**src/rtl/flash_shadow_seq.sv**
```systemverilog
module flash_shadow_seq #(
  parameter int SEGS     = 4,
  parameter int DW       = 64,
  parameter int PROG_CYC = 4,
  parameter int ERS_CYC  = 12
) (
  input  logic                                clk,
  input  logic                                rst_n,
  input  logic                                cmd_valid,
  input  logic [2:0]                          cmd_op,
  input  logic [$clog2(SEGS)+1:0]             cmd_addr,
  input  logic [DW-1:0]                       cmd_data,
  input  logic                                space_sel,
  input  logic [3:0]                          lock,
  input  logic                                rd_en,
  input  logic [$clog2(SEGS)+1:0]             rd_addr,
  output logic                                rd_valid,
  output logic [DW-1:0]                       rd_data,
  output logic                                rd_err,
  output logic                                busy,
  output logic                                done,
  output logic                                err,
  output logic                                suspended
);
  localparam int SW   = $clog2(SEGS);
  localparam int AW   = SW + 2;
  localparam int NW   = 1 << AW;
  localparam int MAXC = (PROG_CYC > ERS_CYC) ? PROG_CYC : ERS_CYC;
  localparam int CW   = $clog2(MAXC + 1);
  localparam logic [1:0] SHD = 2'd3;
  localparam logic [2:0] OP_PROG = 3'd1, OP_ERS = 3'd2, OP_SUS = 3'd3,
                         OP_RES = 3'd4, OP_ABT = 3'd5;

  logic [DW-1:0] mem [NW];
  logic [NW-1:0] pflag;

  logic          prg_act;
  logic [AW-1:0] prg_idx;
  logic [DW-1:0] prg_dat;
  logic [CW-1:0] prg_cnt;
  logic          ers_act, ers_susp;
  logic [1:0]    ers_rgn;
  logic [CW-1:0] ers_cnt;

  wire [1:0]    c_field = cmd_addr[AW-1:SW];
  wire [1:0]    c_rgn   = space_sel ? SHD : c_field;
  wire          c_bad   = !space_sel && (c_field == SHD);
  wire [AW-1:0] c_idx   = {c_rgn, cmd_addr[SW-1:0]};

  wire is_prog = cmd_valid && cmd_op == OP_PROG;
  wire is_ers  = cmd_valid && cmd_op == OP_ERS;
  wire is_sus  = cmd_valid && cmd_op == OP_SUS;
  wire is_res  = cmd_valid && cmd_op == OP_RES;
  wire is_abt  = cmd_valid && cmd_op == OP_ABT;

  wire ers_run    = ers_act && !ers_susp;
  wire same_space = (c_rgn == SHD) == (ers_rgn == SHD);

  assign busy      = ers_run || prg_act;
  assign suspended = ers_susp;

  wire prog_ok = is_prog && !c_bad && !lock[c_rgn] && !pflag[c_idx] && !busy &&
                 (!ers_act || (same_space && c_rgn != ers_rgn));
  wire ers_ok  = is_ers && !c_bad && !lock[c_rgn] && !busy && !ers_act;
  wire sus_ok  = is_sus && ers_run;
  wire res_ok  = is_res && ers_susp && !prg_act;
  wire cmd_err = (is_prog && !prog_ok) || (is_ers && !ers_ok) ||
                 (is_sus && !sus_ok) || (is_res && !res_ok);

  always_ff @(posedge clk or negedge rst_n) begin
    if (!rst_n) begin
      for (int i = 0; i < NW; i++) mem[i] <= '1;
      pflag    <= '0;
      prg_act  <= 1'b0;
      prg_idx  <= '0;
      prg_dat  <= '0;
      prg_cnt  <= '0;
      ers_act  <= 1'b0;
      ers_susp <= 1'b0;
      ers_rgn  <= '0;
      ers_cnt  <= '0;
      done     <= 1'b0;
      err      <= 1'b0;
    end else begin
      done <= 1'b0;
      err  <= cmd_err;
      if (is_abt) begin
        prg_act  <= 1'b0;
        ers_act  <= 1'b0;
        ers_susp <= 1'b0;
      end else begin
        if (prg_act) begin
          if (prg_cnt == CW'(1)) begin
            prg_act        <= 1'b0;
            done           <= 1'b1;
            mem[prg_idx]   <= prg_dat;
            pflag[prg_idx] <= 1'b1;
          end else prg_cnt <= prg_cnt - 1'b1;
        end else if (prog_ok) begin
          prg_act <= 1'b1;
          prg_cnt <= CW'(PROG_CYC);
          prg_idx <= c_idx;
          prg_dat <= cmd_data;
        end
        if (ers_run) begin
          if (ers_cnt != CW'(1)) ers_cnt <= ers_cnt - 1'b1;
          else if (!sus_ok) begin
            ers_act <= 1'b0;
            done    <= 1'b1;
            for (int s = 0; s < SEGS; s++) begin
              mem[AW'((int'(ers_rgn) << SW) + s)]   <= '1;
              pflag[AW'((int'(ers_rgn) << SW) + s)] <= 1'b0;
            end
          end
        end else if (ers_ok) begin
          ers_act <= 1'b1;
          ers_rgn <= c_rgn;
          ers_cnt <= CW'(ERS_CYC);
        end
        if (sus_ok) ers_susp <= 1'b1;
        if (res_ok) ers_susp <= 1'b0;
      end
    end
  end

  wire [1:0] r_rgn   = rd_addr[AW-1:SW];
  wire [1:0] p_rgn   = prg_idx[AW-1:SW];
  wire shadow_busy   = (prg_act && p_rgn == SHD) || (ers_run && ers_rgn == SHD);
  wire main_hit      = (prg_act && p_rgn != SHD && (r_rgn == p_rgn || r_rgn == SHD)) ||
                       (ers_run && ers_rgn != SHD && (r_rgn == ers_rgn || r_rgn == SHD));
  wire susp_hit      = ers_susp && r_rgn == ers_rgn;
  wire rd_block      = shadow_busy || main_hit || susp_hit;

  always_ff @(posedge clk or negedge rst_n) begin
    if (!rst_n) begin
      rd_valid <= 1'b0;
      rd_err   <= 1'b0;
      rd_data  <= '1;
    end else begin
      rd_valid <= rd_en;
      rd_err   <= rd_en && rd_block;
      rd_data  <= (rd_en && !rd_block) ? mem[rd_addr] : '1;
    end
  end


  lock_reject_chk: assert property (@(posedge clk) disable iff (!rst_n)
    (is_prog || is_ers) && !c_bad && lock[c_rgn] |=> err);


  reprog_reject_chk: assert property (@(posedge clk) disable iff (!rst_n)
    is_prog && pflag[c_idx] |=> err);


  busy_reject_chk: assert property (@(posedge clk) disable iff (!rst_n)
    busy && (is_prog || is_ers) |=> err);


  done_pulse_chk: assert property (@(posedge clk) disable iff (!rst_n)
    done |=> !done);


  susp_freeze_chk: assert property (@(posedge clk) disable iff (!rst_n)
    ers_susp |=> $stable(ers_cnt));


  shadow_read_block_chk: assert property (@(posedge clk) disable iff (!rst_n)
    rd_en && shadow_busy |=> rd_valid && rd_err && (&rd_data));
endmodule

```
**config.mk**
```make
export PLATFORM = sky130hd
export DESIGN_NAME = flash_shadow_seq
export DESIGN_NICKNAME = d
export VERILOG_FILES = /design/src/rtl/flash_shadow_seq.sv
export SDC_FILE = /design/constraint.sdc
export NUM_CORES = 2
export LEC_CHECK = 0
export ABC_CLOCK_PERIOD_IN_PS = 3090
export BUFFER_PORTS_ARGS = -buffer_cell sky130_fd_sc_hd__buf_4
export CAP_MARGIN = 20
export CELL_PAD_IN_SITES_DETAIL_PLACEMENT = 0
export CELL_PAD_IN_SITES_GLOBAL_PLACEMENT = 1
export CORE_MARGIN = 3
export CORE_UTILIZATION = 52
export DETAILED_ROUTE_END_ITERATION = 8
export GPL_TIMING_DRIVEN = 0
export PLACE_DENSITY = 0.78
export SYNTH_ARGS = -nofsm -noshare
export SYNTH_HDL_FRONTEND = slang
export SYNTH_SLANG_ARGS = --single-unit
```
**constraint.sdc**
```tcl
create_clock -name clk -period 3.09 [get_ports clk]
set_input_delay 0.4635 -clock clk [delete_from_list [all_inputs] [get_ports clk]]
set_output_delay 0.4635 -clock clk [all_outputs]
set_load 0.02 [all_outputs]
```
# == Word level (Yosys, flattened, before mapping) ==
# Index checks and enable logic that the tools add are counted.
# word_totals
input_bits,84
latch_bits,0
wordCells,244
reg_bits,1189
mem_bits_rw,0
output_inout_bits,70
mem_bits_ro,0
n_memories,0
# classes
n_bitwise,22
mux,66
n_eq_ne,22
multipliers,0
magnitude_cmp,23
add_sub_neg,5
div,0
shift,0
n_reduce_logical,76
# ops
op,count
$mux 1024,6
$or 1024x1024->1024,4
$demux 64 s4,5
$bwmux 1024,1
$mux 64,8
$bmux 64 s4,1
$mux 16,6
$and 16x16->16,4
$not 16->16,3
$logic_and 1x1->1,43
$mux 1,25
$lt 4x6->1 const B,4
$mux 4,6
$ge 4x1->1 const B,5
$ge 4x5->1 const B,4
$demux 1 s4,4
$lt 4x1->1 const B,4
$not 13->16,1
$not 4->4,4
$or 16x16->16,1
$reduce_and 3->1,5
$logic_not 1->1,13
$logic_or 1x1->1,11
$eq 2x2->1 const B,5
26 further kinds,41

# == Longest topological paths before layout ==
# logic_depth
ltp_word,16
depth_mapped,9
mapped_depth_nobuf,7

# == Worst setup path before layout ==
# No wires, ideal clock.
# synth_timing
path_type,input -> register
start,input rd_addr[0]
end,register rd_data[51]
setup_ns,0.084
slack_ns,0.361
cell_stages,6
arrival_time_ns,2.645
t_required_ns,3.006
n_path_buf,3
path_cell_list,clkbuf_1 > clkbuf_1 > buf_1 > mux4_2 > mux4_2 > or2_2
# synth_between
elab_chain_len,5
# synth_rtl
element,line,text
start: declaration,16,"input logic [$clog2(SEGS)+1:0] rd_addr,"
$not 4->5 (implied by the code),142,rd_data <= (rd_en && !rd_block) ? mem[rd_addr] : '1;
$bmux 64 s4,142,
$mux 64 (implied by the code) (2 in series),142,
$mux 64,142,
end signal: assignment,142,
end: declaration,18,"output logic [DW-1:0] rd_data,"
# No other way between the ends. The select of a mux whose other input is x is not followed.
# A chain may end at the register's enable or synchronous reset.

# == Final worst setup path ==
# layout_timing
start,register prg_cnt[1]
end,register mem[763] (netlist name)
# layout_between
elab_chain_len,11
# layout_rtl
element,line,text
start: declaration,40,logic [CW-1:0] prg_cnt;
start signal: assignment,98,end else prg_cnt <= prg_cnt - 1'b1;
start signal: assignment,101,prg_cnt <= CW'(PROG_CYC);
$eq 4x1->1 (*),93,if (prg_cnt == CW'(1)) begin
$mux 1024 (*),93,
$mux 1024 (*),92,if (prg_act) begin
$mux 1024 (*),87,if (is_abt) begin
$or 1024x1024->1024 (no source line) (4 in series),n/a,
$mux 1024,107,else if (!sus_ok) begin
$mux 1024,106,if (ers_cnt != CW'(1)) ers_cnt <= ers_cnt - 1'b1;
$mux 1024 (*),105,if (ers_run) begin
end signal: indexed assignment,96,mem[prg_idx] <= prg_dat;
end: declaration,34,logic [DW-1:0] mem [NW];
# Every way passes the cells marked *; elsewhere a longest branch is shown, timed or not. The select of a mux whose other input is x is not followed.

==> flow_metrics.tcl <==
set metrics [dict create \
    start_util_pct 52.9 \
    hp-class "in2reg" \
    p_total_w 0.0510 \
    insertion_delay_ns 0.74 \
    critical_path.startpoint "prg_cnt[1]" \
    syn_area_per_cell_sq_um 12.8 \
    synth_top_family_by_area "multiplexers" \
    final_nets 4690 \
    timing.rr.start "prg_cnt[1]" \
    syn-instance-count 4228 \
    cp.required_ns 3.71 \
    clk_pin_slew_ns 0.06 \
    fin_skew_ns 0.0294 \
    pwr-share-comb_pct 21.1 \
    core_sq_um 103000 \
    synthAdderAreaFrac_pct 0.0922 \
    synth-xor-area-share_pct 0.0968 \
    cts_buffers 133 \
    maxCapViolCount 0 \
    clockPowerShare_pct 30.9 \
    synthSimpleGateAreaFrac_pct 13.5 \
    dr.pass1.iters 6 \
    drive_above_1_share_pct 54.4 \
    yosysTopAreaCell "dfstp_2" \
    p_sw_share_pct 29.2 \
    die_w_um 329 \
    synthMuxAreaShare_pct 25.6 \
    tightest_slew_ns 1.08 \
    rsz0062_at_grt "no" \
    place_area_sq_um 57600 \
    critPathKind "reg2reg" \
    yosysSeqAreaShare_pct 57.3 \
    cts_root_buffer "clkbuf_16" \
    synth_cell_types 50 \
    post_drt_wl_per_cell_um 25.2 \
    vdd_drop_max_mv 0.647 \
    power.leakage_nw 26.5 \
    hold_violations 0 \
    p_per_area_nw_per_um2 813 \
    fmaxAchievable_mhz 334 \
    synth_nets 4316 \
    slew_headroom_pct 28.2 \
    setup_viol 0 \
    rrSetupSlack_ns 0.09 \
    ys_ff_latch 1189 \
    layout_common_cells "dfstp_2, nand2_1, mux2_2, nand3_1, mux4_2" \
    min_period_ns 3.00 \
    synth_compound_area_share_pct 0.475 \
    fillCellCount 8044 \
    grt_pass1_vias 37200 \
    drcViolationCount 0 \
    cp-start-kind "flop" \
    p_seq_share_pct 47.9 \
    grt_max_degree 186 \
    status "completed" \
    clockBufferDepth 3 \
    cts_tree "yes" \
    async_reset_ff_share_pct 100 \
    antenna_left 0 \
    p_int_w 0.0361 \
    design_area_sq_um 62800 \
    synth_area_sq_um 54300 \
    synth_top_flop_cell "dfstp_2" \
    power.switching_w 0.0149 \
    drt-total-wl_um 153000 \
    hold_start "cmd_data[1]" \
    grt_pass1_wl_um 234000 \
    cp.arrival_ns 3.62 \
    yosysTopAreaCellShare_pct 52.7 \
    clkSinkCount 1189 \
    grt_usage_pct 28.7 \
    num_rows 117 \
    yosys_warnings 0 \
    synth_edf_count 0 \
    utilization_pct 61.2 \
    drt_iter0_markers 2697 \
    cts_max_level 4 \
    hpwl_um 100000 \
    final_common_cell "dfstp_2" \
    critPathCaptureType "flop" \
    io_buffer_count 152 \
    vias_per_cell 5.91 \
    finalCritPeriodShare_pct 97.0 \
    yosys-top-cells-area "dfstp_2, mux4_2, mux2_2, nand2_1, nand3_1" \
    via_count 35900 \
    gp_congestion 0.835 \
    dieArea_sq_um 108000 \
    grt_overflow_total 0 \
    antenna_found_initial 9 \
    die_h_um 329 \
    ios 154 \
    worstPathMaxFanout 10 \
    syn2layout_area_growth_pct 15.6 \
    slew_viol_final 0 \
]
[final cells by class]
type	instances	area, sq um	share of cell area [%]
Antenna cell	4	10.0	0.0159
Buffer	375	1600	2.54
Clock buffer	195	3950	6.29
Clock inverter	37	387	0.616
Inverter	11	41.3	0.0658
Multi-Input combinational cell	2648	21600	34.5
Sequential cell	1189	31100	49.6
Tap cell	1368	1710	2.73
Timing Repair Buffer	244	2320	3.70
[power groups by stage]
stage	Clock, W	Sequential, W	Combinational, W
after floorplan	0	0.0242	0.00676
after global placement	0	0.0245	0.0104
after detailed placement	0	0.0245	0.0107
after CTS	0.0160	0.0244	0.0109
after global routing	0.0167	0.0250	0.0118
final	0.0158	0.0245	0.0108
[flip-flops by register name, indices dropped and copies added, names as in the netlist, 2 cells and up]
| name | cells |
|---|---|
| prg_dat | 64 |
| ers_rgn | 2 |
| pflag | 16 |
| prg_idx | 4 |
| ers_cnt | 4 |
| mem | 1024 |
| prg_cnt | 4 |
| rd_data | 64 |
[metal layers]
metal / track usage [%] / share of wire (%) / up-vias
li1: - / - / 15500
met4: 9.96 / 3.2 / 0
met2: 45.4 / 48 / 1206
met3: 5.95 / 7.0 / 260
met1: 39.9 / 42 / 18900
met5: 0 / 0 / -
[through the flow]
stage,hold WS [ns],worst slack [ns],TNS (ns),cells
2_1_floorplan,0.168,0.361,0,4228
3_3_place_gp,0.443,-12.50,-,5748
3_5_place_dp,0.407,-1.04,-442.85,5766
4_1_cts,0.000101,0.00792,0,6062
5_1_grt,0.0251,0.00215,0,6067
6_report,0.0459,0.0917,0,6071
[cell families after synthesis]
| group | after synthesis |
|---|---|
| buf+inv | 391 |
| fa+ha+maj | 4 |
| simple gates | 1690 |
| compound gates | 37 |
| xor+xnor | 6 |
| flops | 1189 |
| mux | 911 |
[synth_stat cells, types with 8 or more instances]
cell type and n:
dfstp_2 1088, nand2_1 1034, mux2_2 577, nand3_1 518
mux4_2 320, clkbuf_1 282, dfrtp_1 101, or2_2 79
buf_2 56, buf_1 35, nor2_1 26, inv_1 11
o21a_1 8
[critical path, cell delays in order (launching register included)]
cell      delay (ns)
dfrtp_1         0.39
inv_1           0.08
ha_1            0.13
nor3b_2         0.39
nand4_1         0.16
buf_4           0.20
or3_1           0.31
clkbuf_1        0.30
buf_8           0.26
clkbuf_1        0.37
nand2_1         0.18
nand3_1         0.09
[repair_timing]
action | 4_1_cts | 5_1_grt
setup endpoints to repair | 871 | 744
buffers inserted | 1 | 2
resized for setup | 21 | 43
hold endpoints to repair | 145 | 0
hold buffers | 67 | 0
cloned | 0 | 1
pin swaps | 1 | 2
[path summary, 6_finish.rpt]
check,endpoint,depth (start not counted)
max in group asynchronous,mem[353],6
min reg2reg,pflag[15],1
max reg2reg,mem[763],11
min in group asynchronous,mem[242],2
max,mem[763],11
min,prg_dat[1],2
No activity file was read; power rests on OpenSTA's default activity.
